[config.mk]
export PLATFORM = sky130hd
export DESIGN_NAME = core_alloc
export DESIGN_NICKNAME = d
export VERILOG_FILES = /design/src/rtl/core_alloc.sv
export SDC_FILE = /design/constraint.sdc
export NUM_CORES = 1
export LEC_CHECK = 0
export BUFFER_PORTS_ARGS = -buffer_cell sky130_fd_sc_hd__clkbuf_2
export CAP_MARGIN = 20
export CORE_ASPECT_RATIO = 0.6
export CORE_UTILIZATION = 35
export CTS_BUF_LIST = sky130_fd_sc_hd__clkbuf_8
export CTS_CLUSTER_SIZE = 30
export DETAILED_ROUTE_END_ITERATION = 16
export SLEW_MARGIN = 25
export SYNTH_ARGS = -nofsm -noshare
export SYNTH_HDL_FRONTEND = slang
export SYNTH_SLANG_ARGS = --single-unit
[constraint.sdc]
create_clock -name clk -period 2.5 [get_ports clk]
set_input_delay 0.125 -clock clk [delete_from_list [all_inputs] [get_ports clk]]
set_output_delay 0.125 -clock clk [all_outputs]
set_load 0.01 [all_outputs]
[src/rtl/core_alloc.sv]
module core_alloc #(
  parameter int NCORES = 8,
  parameter int REQW   = 5
) (
  input  logic                      clk,
  input  logic                      rst_n,
  input  logic                      start_i,
  input  logic [REQW-1:0]           req_i,
  input  logic [NCORES-1:0]         stop_i,
  output logic [NCORES-1:0]         busy_o,
  output logic                      done_o,
  output logic                      ok_o,
  output logic [$clog2(NCORES)-1:0] id_o,
  output logic [NCORES-1:0]         start_o,
  output logic                      stop_evt_o
);
  localparam int IDW    = $clog2(NCORES);
  localparam int NPAIRS = NCORES / 2;

  logic [NCORES-1:0] busy_q;
  logic              half_hit, any_hit, pair_hit;
  logic [IDW-1:0]    half_id, any_id, pair_id, sel_id;
  logic              alloc, want_pair, sel_ok;
  logic [NCORES-1:0] grant;

  always_comb begin
    half_hit = 1'b0; half_id = '0;
    any_hit  = 1'b0; any_id  = '0;
    pair_hit = 1'b0; pair_id = '0;
    for (int i = NCORES - 1; i >= 0; i--) begin
      if (!busy_q[i] && busy_q[i ^ 1]) begin
        half_hit = 1'b1;
        half_id  = IDW'(i);
      end
      if (!busy_q[i]) begin
        any_hit = 1'b1;
        any_id  = IDW'(i);
      end
    end
    for (int k = NPAIRS - 1; k >= 0; k--) begin
      if (!busy_q[2*k] && !busy_q[2*k+1]) begin
        pair_hit = 1'b1;
        pair_id  = IDW'(2 * k);
      end
    end
  end

  assign alloc     = start_i && req_i[4];
  assign want_pair = req_i[0];
  assign sel_ok    = want_pair ? pair_hit : (half_hit || any_hit);
  assign sel_id    = want_pair ? pair_id : (half_hit ? half_id : any_id);
  assign grant     = !(alloc && sel_ok) ? '0 :
                     want_pair ? (NCORES'(3) << sel_id) : (NCORES'(1) << sel_id);

  always_ff @(posedge clk) begin
    if (!rst_n) begin
      busy_q     <= '0;
      done_o     <= 1'b0;
      ok_o       <= 1'b0;
      id_o       <= '0;
      start_o    <= '0;
      stop_evt_o <= 1'b0;
    end else begin
      busy_q     <= (busy_q & ~stop_i) | grant;
      done_o     <= alloc;
      ok_o       <= alloc && sel_ok;
      id_o       <= (alloc && sel_ok) ? sel_id : '0;
      start_o    <= grant;
      stop_evt_o <= |stop_i;
    end
  end

  assign busy_o = busy_q;
endmodule


# Word-level counts from Yosys, hierarchy flattened

Cells that the tools add are included.

Input port bits: 16
Output and inout port bits: 22
Register bits: 22
Logic and storage cells: 81

Multiplexer cells: 45
Bitwise gates (word level): 3
Shift operators: 2
Reduce and logical (&&, ||, !) cells: 25

Operator list:

| operator                                         | number |
|---|---|
| two-way mux 3 bit                                | 22 |
| two-way mux 1 bit                                | 21 |
| two-way mux 8 bit                                | 2 |
| logical AND 1 bit                                | 14 |
| bitwise AND 8 bit                                | 1 |
| zero test 1 bit                                  | 8 |
| inverter 8 bit                                   | 1 |
| OR 8 bit                                         | 1 |
| OR reduction 8 bit                               | 1 |
| left shift 1 x 3 -> 8 bit (first input constant) | 1 |
| left shift 2 x 3 -> 8 bit (first input constant) | 1 |
| AND reduction 2 bit                              | 1 |
| logical OR 1 bit                                 | 1 |

# Longest topological paths before layout

Gate-level depths: netlist of run 1.

Depth in word-level cells: 16
Mapped depth: 7
Gate-level depth less buffers: 7

# Worst setup path before layout of run 1

No wires, ideal clock.

Path kind: register to register
Start point: register busy_q[6], in the netlist busy_o[6]
End point: register busy_q[1], in the netlist busy_o[1]
Data arrival time: 1.722 ns
Data required time: 2.372 ns
Clock period less this slack: 1.849 ns
Cell stages (with the launch flop): 8
Library setup time: 0.128 ns
Setup slack: 0.651 ns
Buffers on the path: 0
Path through: dfxtp_1 > inv_1 > ha_1 > a21boi_0 > a2111oi_2 > or4_4 > nand3b_4 > o21ai_1

Longest elaborated chain between the ends: 15
Elaborated cells between the ends (all ways): 52
Those cells by class: shift: 2; mux: 43; bitwise: 1; reduce/logical: 6

Ends and longest elaborated chain:

| what                                                                   | RTL line | RTL |
|---|---|---|
| start, declared                                                        | 20       | `logic [NCORES-1:0] busy_q;` |
| start signal, assigned                                                 | 64       | `busy_q <= (busy_q & ~stop_i) \| grant;` |
| logical AND 1 bit or zero test 1 bit (tied branches)                   | 31, 41   |  |
| two-way mux 3 bit (tied with other cells)                              | 31       | `if (!busy_q[i] && busy_q[i ^ 1]) begin` |
| two-way mux 3 bit or two-way mux 1 bit (tied branches) (7 in a row)    | 31       |  |
| two-way mux 3 bit (2 in a row)                                         | 51       | `assign sel_id = want_pair ? pair_id : (half_hit ? half_id : any_id);` |
| left shift 2 x 3 -> 8 bit or left shift 1 x 3 -> 8 bit (tied branches) | 53       | `want_pair ? (NCORES'(3) << sel_id) : (NCORES'(1) << sel_id);` |
| two-way mux 8 bit                                                      | 53       |  |
| two-way mux 8 bit *                                                    | 52       | `assign grant = !(alloc && sel_ok) ? '0 :` |
| OR 8 bit *                                                             | 64       |  |

Mark *: on every way between the ends. The rest lies on a longest branch, timed or not.
A chain may end at the register's enable or synchronous reset.

# Worst setup path after layout of run 1

Start point: register busy_q[6], in the netlist busy_o[6]
End point: register busy_q[4], in the netlist busy_o[4]

Same word-level chain as after synthesis.

==> flow_metrics.py, run 1 <==
metrics = {
    "clock_network": {
        "cts_tree": "done",
        "postCtsHoldBufs": 0,
        "cts-buffers-inserted": 3,
        "clk_transition_reported_paths_ns": 0.07,
        "clkLatencyLatePin_ns": 0.26,
        "cts-resized-gates": 0,
        "numClockSinks": 22,
        "cts-root-buf": "clkbuf_8",
        "htreeDepth": 1,
        "clk_path_buf_depth": 2,
        "postCtsSetupBuffers": 0,
    },
    "synth": {
        "synth_edf_count": 0,
        "synth_compound_area_share_pct": 19.86,
        "synth_cells": 112,
        "ys_warn_count": 0,
        "synthesis.area_sq_mm": 0.001096,
        "synth-seq-area-share_pct": 40.18,
        "yosys.cell_types.count": 42,
        "syn_avg_cell_area_sq_um": 9.786,
        "synth-simple-area-share_pct": 27.74,
        "synth_fp_nets": 131,
        "ys_ff_latch": 22,
        "async_reset_ff_share_pct": 0,
        "synth.area.mux_share_pct": 0,
        "synth_xor_area_share_pct": 2.283,
        "synthAdderAreaFrac_pct": 3.425,
        "synth-main-ff-cell": "dfxtp_1",
        "synth_top_family_by_area": "simple AND/OR/NAND/NOR gates",
    },
    "grt": {
        "grt_pass1_vias": 797,
        "antenna_found_initial": 0,
        "grt_pass1_wl_um": 4050,
        "grtUsageTotal_pct": 16.71,
        "overflow": 0,
        "grt_max_degree": 13,
    },
    "setup_path": {
        "worstPathArrival_ns": 2.22,
        "crit_buf_inv": 1,
        "max_stage_delay_ns": 0.49,
        "crit_chain": "inv_1 > ha_1 > nand3b_1 > a2111oi_2 > o31ai_2 > nand3_1 > o21ai_1",
        "cp_top_family": "compound AO/OA/AOI/OAI gates",
        "cp-end-kind": "register",
        "cpMaxStageDelayCell": "a2111oi_2",
        "path_class": "register to register",
        "crit_required_ns": 2.63,
        "cp_max_fo": 7,
        "cp-start-kind": "register",
    },
    "die": {
        "rows": 15,
        "pin_count": 38,
        "die_area_sq_mm": 0.003367,
        "core_area_sq_mm": 0.002928,
        "die_h_um": 45.35,
        "die_x_um": 74.25,
        "start_util_pct": 37.44,
    },
    "routing": {
        "drt-total-wl_um": 2634,
        "antenna_left": 0,
        "drc": 0,
        "dr.pass1.iters": 4,
        "viasPerCell": 5.119,
        "vias": 947,
        "wl_per_cell_um": 14.24,
        "drt-initial-drc-count": 70,
    },
    "pwr": {
        "finalPower_w": 0.0006969,
        "vdd_drop_max_mv": 0.2482,
        "powerDensity_mw_per_mm2": 526.0,
        "cellLeakagePower_nw": 0.5678,
    },
    "sta": {
        "fin_setup_tns_ns": 0,
        "setup_viol_count_final": 0,
        "timing.final.crit_share_pct": 83.44,
        "drv_slew": 0,
        "period_needed_ns": 2.086,
        "relSlewSlack_pct": 64.64,
        "finClkSkew_ns": 0.002785,
        "rsz0062_at_grt": "false",
        "timing.fmax_mhz": 479.4,
        "hold_viol_final": 0,
        "worstMarginPinSlew_ns": 0.5288,
    },
    "cells_and_area": {
        "mostFrequentLayoutCells": "clkbuf_2, dfxtp_1, nor2_1",
        "stdcell_count": 185,
        "num_antenna_cells": 0,
        "drive_above_1_share_pct": 34.97,
        "final_common_cell": "clkbuf_2",
        "final_nets": 163,
        "fill_cells": 310,
        "stdcell_area_sq_mm": 0.001325,
        "syn2layout_area_growth_pct": 20.89,
    },
    "place": {
        "post-dp-hpwl_um": 2035,
        "dp.cells": 181,
        "io_buffers": 34,
        "gp_congestion": 0.8670,
        "postPlaceCellArea_sq_mm": 0.001270,
    },
    "run": {
        "cap_violations": 0,
    },
    "status": {
        "status": "complete, no violations",
    },
    "worst_hold_path": {
        "hold_class": "input port to register",
    },
}
## cell usage after synthesis, types with 3 or more instances
| cell | number | area share (%) |
|---|---|---|
| buf_4 | 3 | 2.1 |
| dfxtp_1 | 22 | 40 |
| ha_1 | 3 | 3.4 |
| inv_1 | 6 | 2.1 |
| nand3b_1 | 11 | 7.5 |
| nor2_1 | 15 | 5.1 |
| nor4_1 | 3 | 1.7 |
| o21ai_1 | 8 | 3.7 |
## sequential cells by signal, indices dropped and copies added (netlist names)
signal and flops:
busy_o 8, ok_o 1, stop_evt_o 1, start_o 8, id_o 3, done_o 1
## per-layer routing
layer  vias to the layer above  routed length, um  GRT usage, %
met2                        48               1028         24.91
li1                        460                  -             -
met3                         2                338         6.250
met5                         -                  0             0
met4                         0                  7         2.264
met1                       437               1260         23.60
## through the flow
| step | worst slack [ns] | util, % | hold WS, ns |
|---|---|---|---|
| after floorplan | 0.6509 | - | 0.2956 |
| after global placement | 0.5350 | 43.38 | 0.4088 |
| after detailed placement | 0.4660 | 43.38 | 0.4153 |
| after CTS | 0.4437 | 45.26 | 0.1348 |
| after global routing | 0.2793 | 45.26 | 0.1378 |
| final | 0.4140 | 45.26 | 0.1364 |
## final cells by class
| type | count | area, sq um | share of cell area (%) |
|---|---|---|---|
| clock buffer | 4 | 55.05 | 4.155 |
| sequential | 22 | 440.4 | 33.24 |
| inverter | 6 | 22.52 | 1.700 |
| multi-input combinational | 77 | 584.3 | 44.10 |
| timing repair buffer | 34 | 170.2 | 12.84 |
| tap | 42 | 52.55 | 3.966 |
## worst reg2reg max path: stages (launching register included)
cell and delay, ns:
dfxtp_1 0.42, inv_1 0.07, ha_1 0.40, nand3b_1 0.15, a2111oi_2 0.49, o31ai_2 0.14, nand3_1 0.21, o21ai_1 0.08
## path summary, 6_finish.rpt
| path | startpoint | end | slack, ns | cells past startpoint |
|---|---|---|---|---|
| max | busy_o[6]$_SDFF_PN0_ | busy_o[4]$_SDFF_PN0_ | 0.41 | 7 |
| min | stop_i[6] | busy_o[6]$_SDFF_PN0_ | 0.14 | 3 |
| max reg2reg | busy_o[6]$_SDFF_PN0_ | busy_o[4]$_SDFF_PN0_ | 0.41 | 7 |
| min reg2reg | busy_o[7]$_SDFF_PN0_ | busy_o[7]$_SDFF_PN0_ | 0.53 | 2 |
## power by group
part | switching [W] | internal [W] | total, W
Sequential | 0.0000100 | 0.000358 | 0.000368
Clock | 0.000107 | 0.000140 | 0.000247
Combinational | 0.0000480 | 0.0000338 | 0.0000818
Total | 0.000165 | 0.000532 | 0.000697
## cell families (layout without fill, tap and decap cells)
logic type	after synthesis	after routing
and+or+nand+nor	46	46
buffers and inverters	13	44
AOI/OAI and AO/OA	26	26
DFF	22	22
xor gates and xnor gates	2	2
adders and majority gates	3	3
Power figures use the tool's default switching activity.
==> run 2, diff against run 1 <==
Clock period 2.5 ns to 1.9 ns, I/O delays scaled along.
==> run 2 against run 1 <==
Effect of this change: final cell count is 3.8% higher; flip-flop and latch count stayed put; routed wire length is 1.4% higher; critical endpoint is now busy_o[7]$_SDFF_PN0_; largest power group unchanged; highest routed layer unchanged.
==> flow_metrics.py, run 2 (synthesis gave the netlist of run 1 again) <==
metrics = {
    "clock_network": {
        "cts-root-buf": "clkbuf_8",
        "postCtsHoldBufs": 0,
        "numClockSinks": 22,
        "cts_tree": "done",
        "clkLatencyLatePin_ns": 0.26,
        "clk_transition_reported_paths_ns": 0.08,
        "clk_path_buf_depth": 2,
        "cts-buffers-inserted": 3,
        "htreeDepth": 1,
    },
    "grt": {
        "grt_max_degree": 13,
        "grtUsageTotal_pct": 17.63,
        "grt_pass1_wl_um": 4222,
        "grt_pass1_vias": 835,
        "antenna_found_initial": 0,
        "overflow": 0,
    },
    "setup_path": {
        "worstReg2RegStart": "busy_o[6]$_SDFF_PN0_",
        "cp-start-kind": "register",
        "r2r_slack_ns": 0.09,
        "cp-end-kind": "register",
        "crit_chain": "buf_4 > ha_1 > a21boi_1 > a2111oi_4 > or4_4 > nand3_2 > o21ai_1",
        "path_class": "register to register",
        "r2r-end": "busy_o[7]$_SDFF_PN0_",
        "cp_max_fo": 4,
        "r2r_cells": 7,
        "cpMaxStageDelayCell": "or4_4",
        "max_stage_delay_ns": 0.53,
        "crit_required_ns": 2.05,
        "worstPathArrival_ns": 1.96,
    },
    "pwr": {
        "p_int_w": 0.0007066,
        "power_frac_clock_pct": 35.6,
        "powerDensity_mw_per_mm2": 661.3,
        "seq_power_share_pct": 51.7,
        "comb_power_share_pct": 12.7,
        "cellLeakagePower_nw": 0.6052,
        "switchingPower_w": 0.0002235,
        "swShare_pct": 24.03,
        "vdd_drop_max_mv": 0.3995,
    },
    "run": {
        "cap_violations": 0,
    },
    "sta": {
        "relSlewSlack_pct": 63.84,
        "hold_viol_final": 0,
        "worstMarginPinSlew_ns": 0.5375,
        "rsz0062_at_grt": "false",
        "timing.fmax_mhz": 553.4,
        "timing.final.crit_share_pct": 95.11,
        "period_needed_ns": 1.807,
        "fin_setup_tns_ns": 0,
        "finClkSkew_ns": 0.002041,
        "setup_viol_count_final": 0,
        "drv_slew": 0,
    },
    "worst_hold_path": {
        "hold_depth": 3,
        "min_to": "busy_o[5]$_SDFF_PN0_",
        "worstHoldStart": "stop_i[5]",
        "hold_class": "input port to register",
    },
    "status": {
        "status": "complete, no violations",
    },
    "cells_and_area": {
        "syn2layout_area_growth_pct": 28.31,
        "stdcell_area_sq_mm": 0.001406,
        "mostFrequentLayoutCells": "clkbuf_2, dfxtp_1, nor2_1",
        "fill_cells": 299,
        "drive_above_1_share_pct": 40.00,
        "final_nets": 170,
        "ff_latch_area_sq_um": 441.7,
        "final_common_cell": "clkbuf_2",
        "multi_input_area_sq_um": 611.8,
        "num_antenna_cells": 0,
    },
    "routing": {
        "antenna_left": 0,
        "drc": 0,
        "dr.pass1.iters": 4,
        "vias": 953,
        "viasPerCell": 4.964,
        "wl_per_cell_um": 13.92,
        "drt-initial-drc-count": 51,
        "drt-total-wl_um": 2672,
    },
    "place": {
        "post-dp-hpwl_um": 2067,
        "gp_congestion": 0.8764,
        "io_buffers": 34,
        "postPlaceCellArea_sq_mm": 0.001323,
    },
    "die": {
        "rows": 15,
        "die_area_sq_mm": 0.003367,
        "core_area_sq_mm": 0.002928,
        "start_util_pct": 37.44,
        "die_h_um": 45.35,
        "die_x_um": 74.25,
        "pin_count": 38,
    },
}
[run 2: changes by cell type in the layout (fill, tap and decap cells not counted), sizes merged]
cell / delta
buf: +7
[run 2: layout make-up]
cell class                      count  share of cell area [%]
Sequential cell                    22                   31.41
Clock buffer                        4                   3.915
Inverter                            6                   1.601
Multi-Input combinational cell     77                   43.51
Timing Repair Buffer               41                   15.84
Tap cell                           42                   3.737
[run 2: critical path: cells and delay by family (launching register included)]
kind,cells,cell delay [ns]
and+or+nand+nor,2,0.65
DFF,1,0.32
adders and majority gates,1,0.22
AOI/OAI and AO/OA,3,0.38
buffers and inverters,1,0.14
[run 2: repair_timing]
item,in CTS,in global routing
gates resized for setup,2,4
setup buffers,0,0
pin swaps,1,2
endpoints found under the setup margin,3,17
gates cloned,0,0
[run 2: stage by stage]
| step | total power [W] | hold WS [ns] | instances | setup WS (ns) | util [%] |
|---|---|---|---|---|---|
| finish | 0.0009301 | 0.1081 | 192 | 0.09299 | 48.03 |
| global route | 0.0009761 | 0.1147 | 192 | 0.01944 | 48.03 |
| CTS | 0.0009388 | 0.1035 | 192 | 0.01992 | 47.48 |
| detailed placement | 0.0006085 | 0.3851 | 188 | 0.0008370 | 45.17 |
| global placement | 0.0006075 | 0.3774 | 188 | 0.02672 | 45.17 |
| floorplan | 0.0005635 | 0.2656 | 112 | 0.05087 | - |
[run 2: per-layer routing]
metal / share of wire (%) / vias up / GRT usage [%]
met2: 39 / 36 / 22.91
li1: - / 479 / -
met4: 0.15 / 0 / 4.528
met3: 7.7 / 2 / 5.804
met5: 0 / - / 0
met1: 53 / 436 / 27.15
[run 2: worst max-delay path by stage]
stage | startpoint | endpoint | slack (ns) | cells after the start
floorplan | busy_o[6]$_SDFF_PN0_ | busy_o[1]$_SDFF_PN0_ | 0.05 | 7
global placement | busy_o[7]$_SDFF_PN0_ | busy_o[6]$_SDFF_PN0_ | 0.03 | 7
detailed placement | busy_o[7]$_SDFF_PN0_ | busy_o[2]$_SDFF_PN0_ | 0.0008 | 7
CTS | busy_o[7]$_SDFF_PN0_ | busy_o[6]$_SDFF_PN0_ | 0.02 | 7
global route | busy_o[6]$_SDFF_PN0_ | busy_o[7]$_SDFF_PN0_ | 0.02 | 7
finish | busy_o[6]$_SDFF_PN0_ | busy_o[7]$_SDFF_PN0_ | 0.09 | 7
[run 2: power by group through the flow]
stage	Combinational, W	Clock [W]	Sequential (W)
finish	0.000118	0.000331	0.000481
global route	0.000129	0.000365	0.000482
CTS	0.000119	0.000340	0.000480
detailed placement	0.000117	0	0.000491
global placement	0.000116	0	0.000491
floorplan	0.0000735	0	0.000490
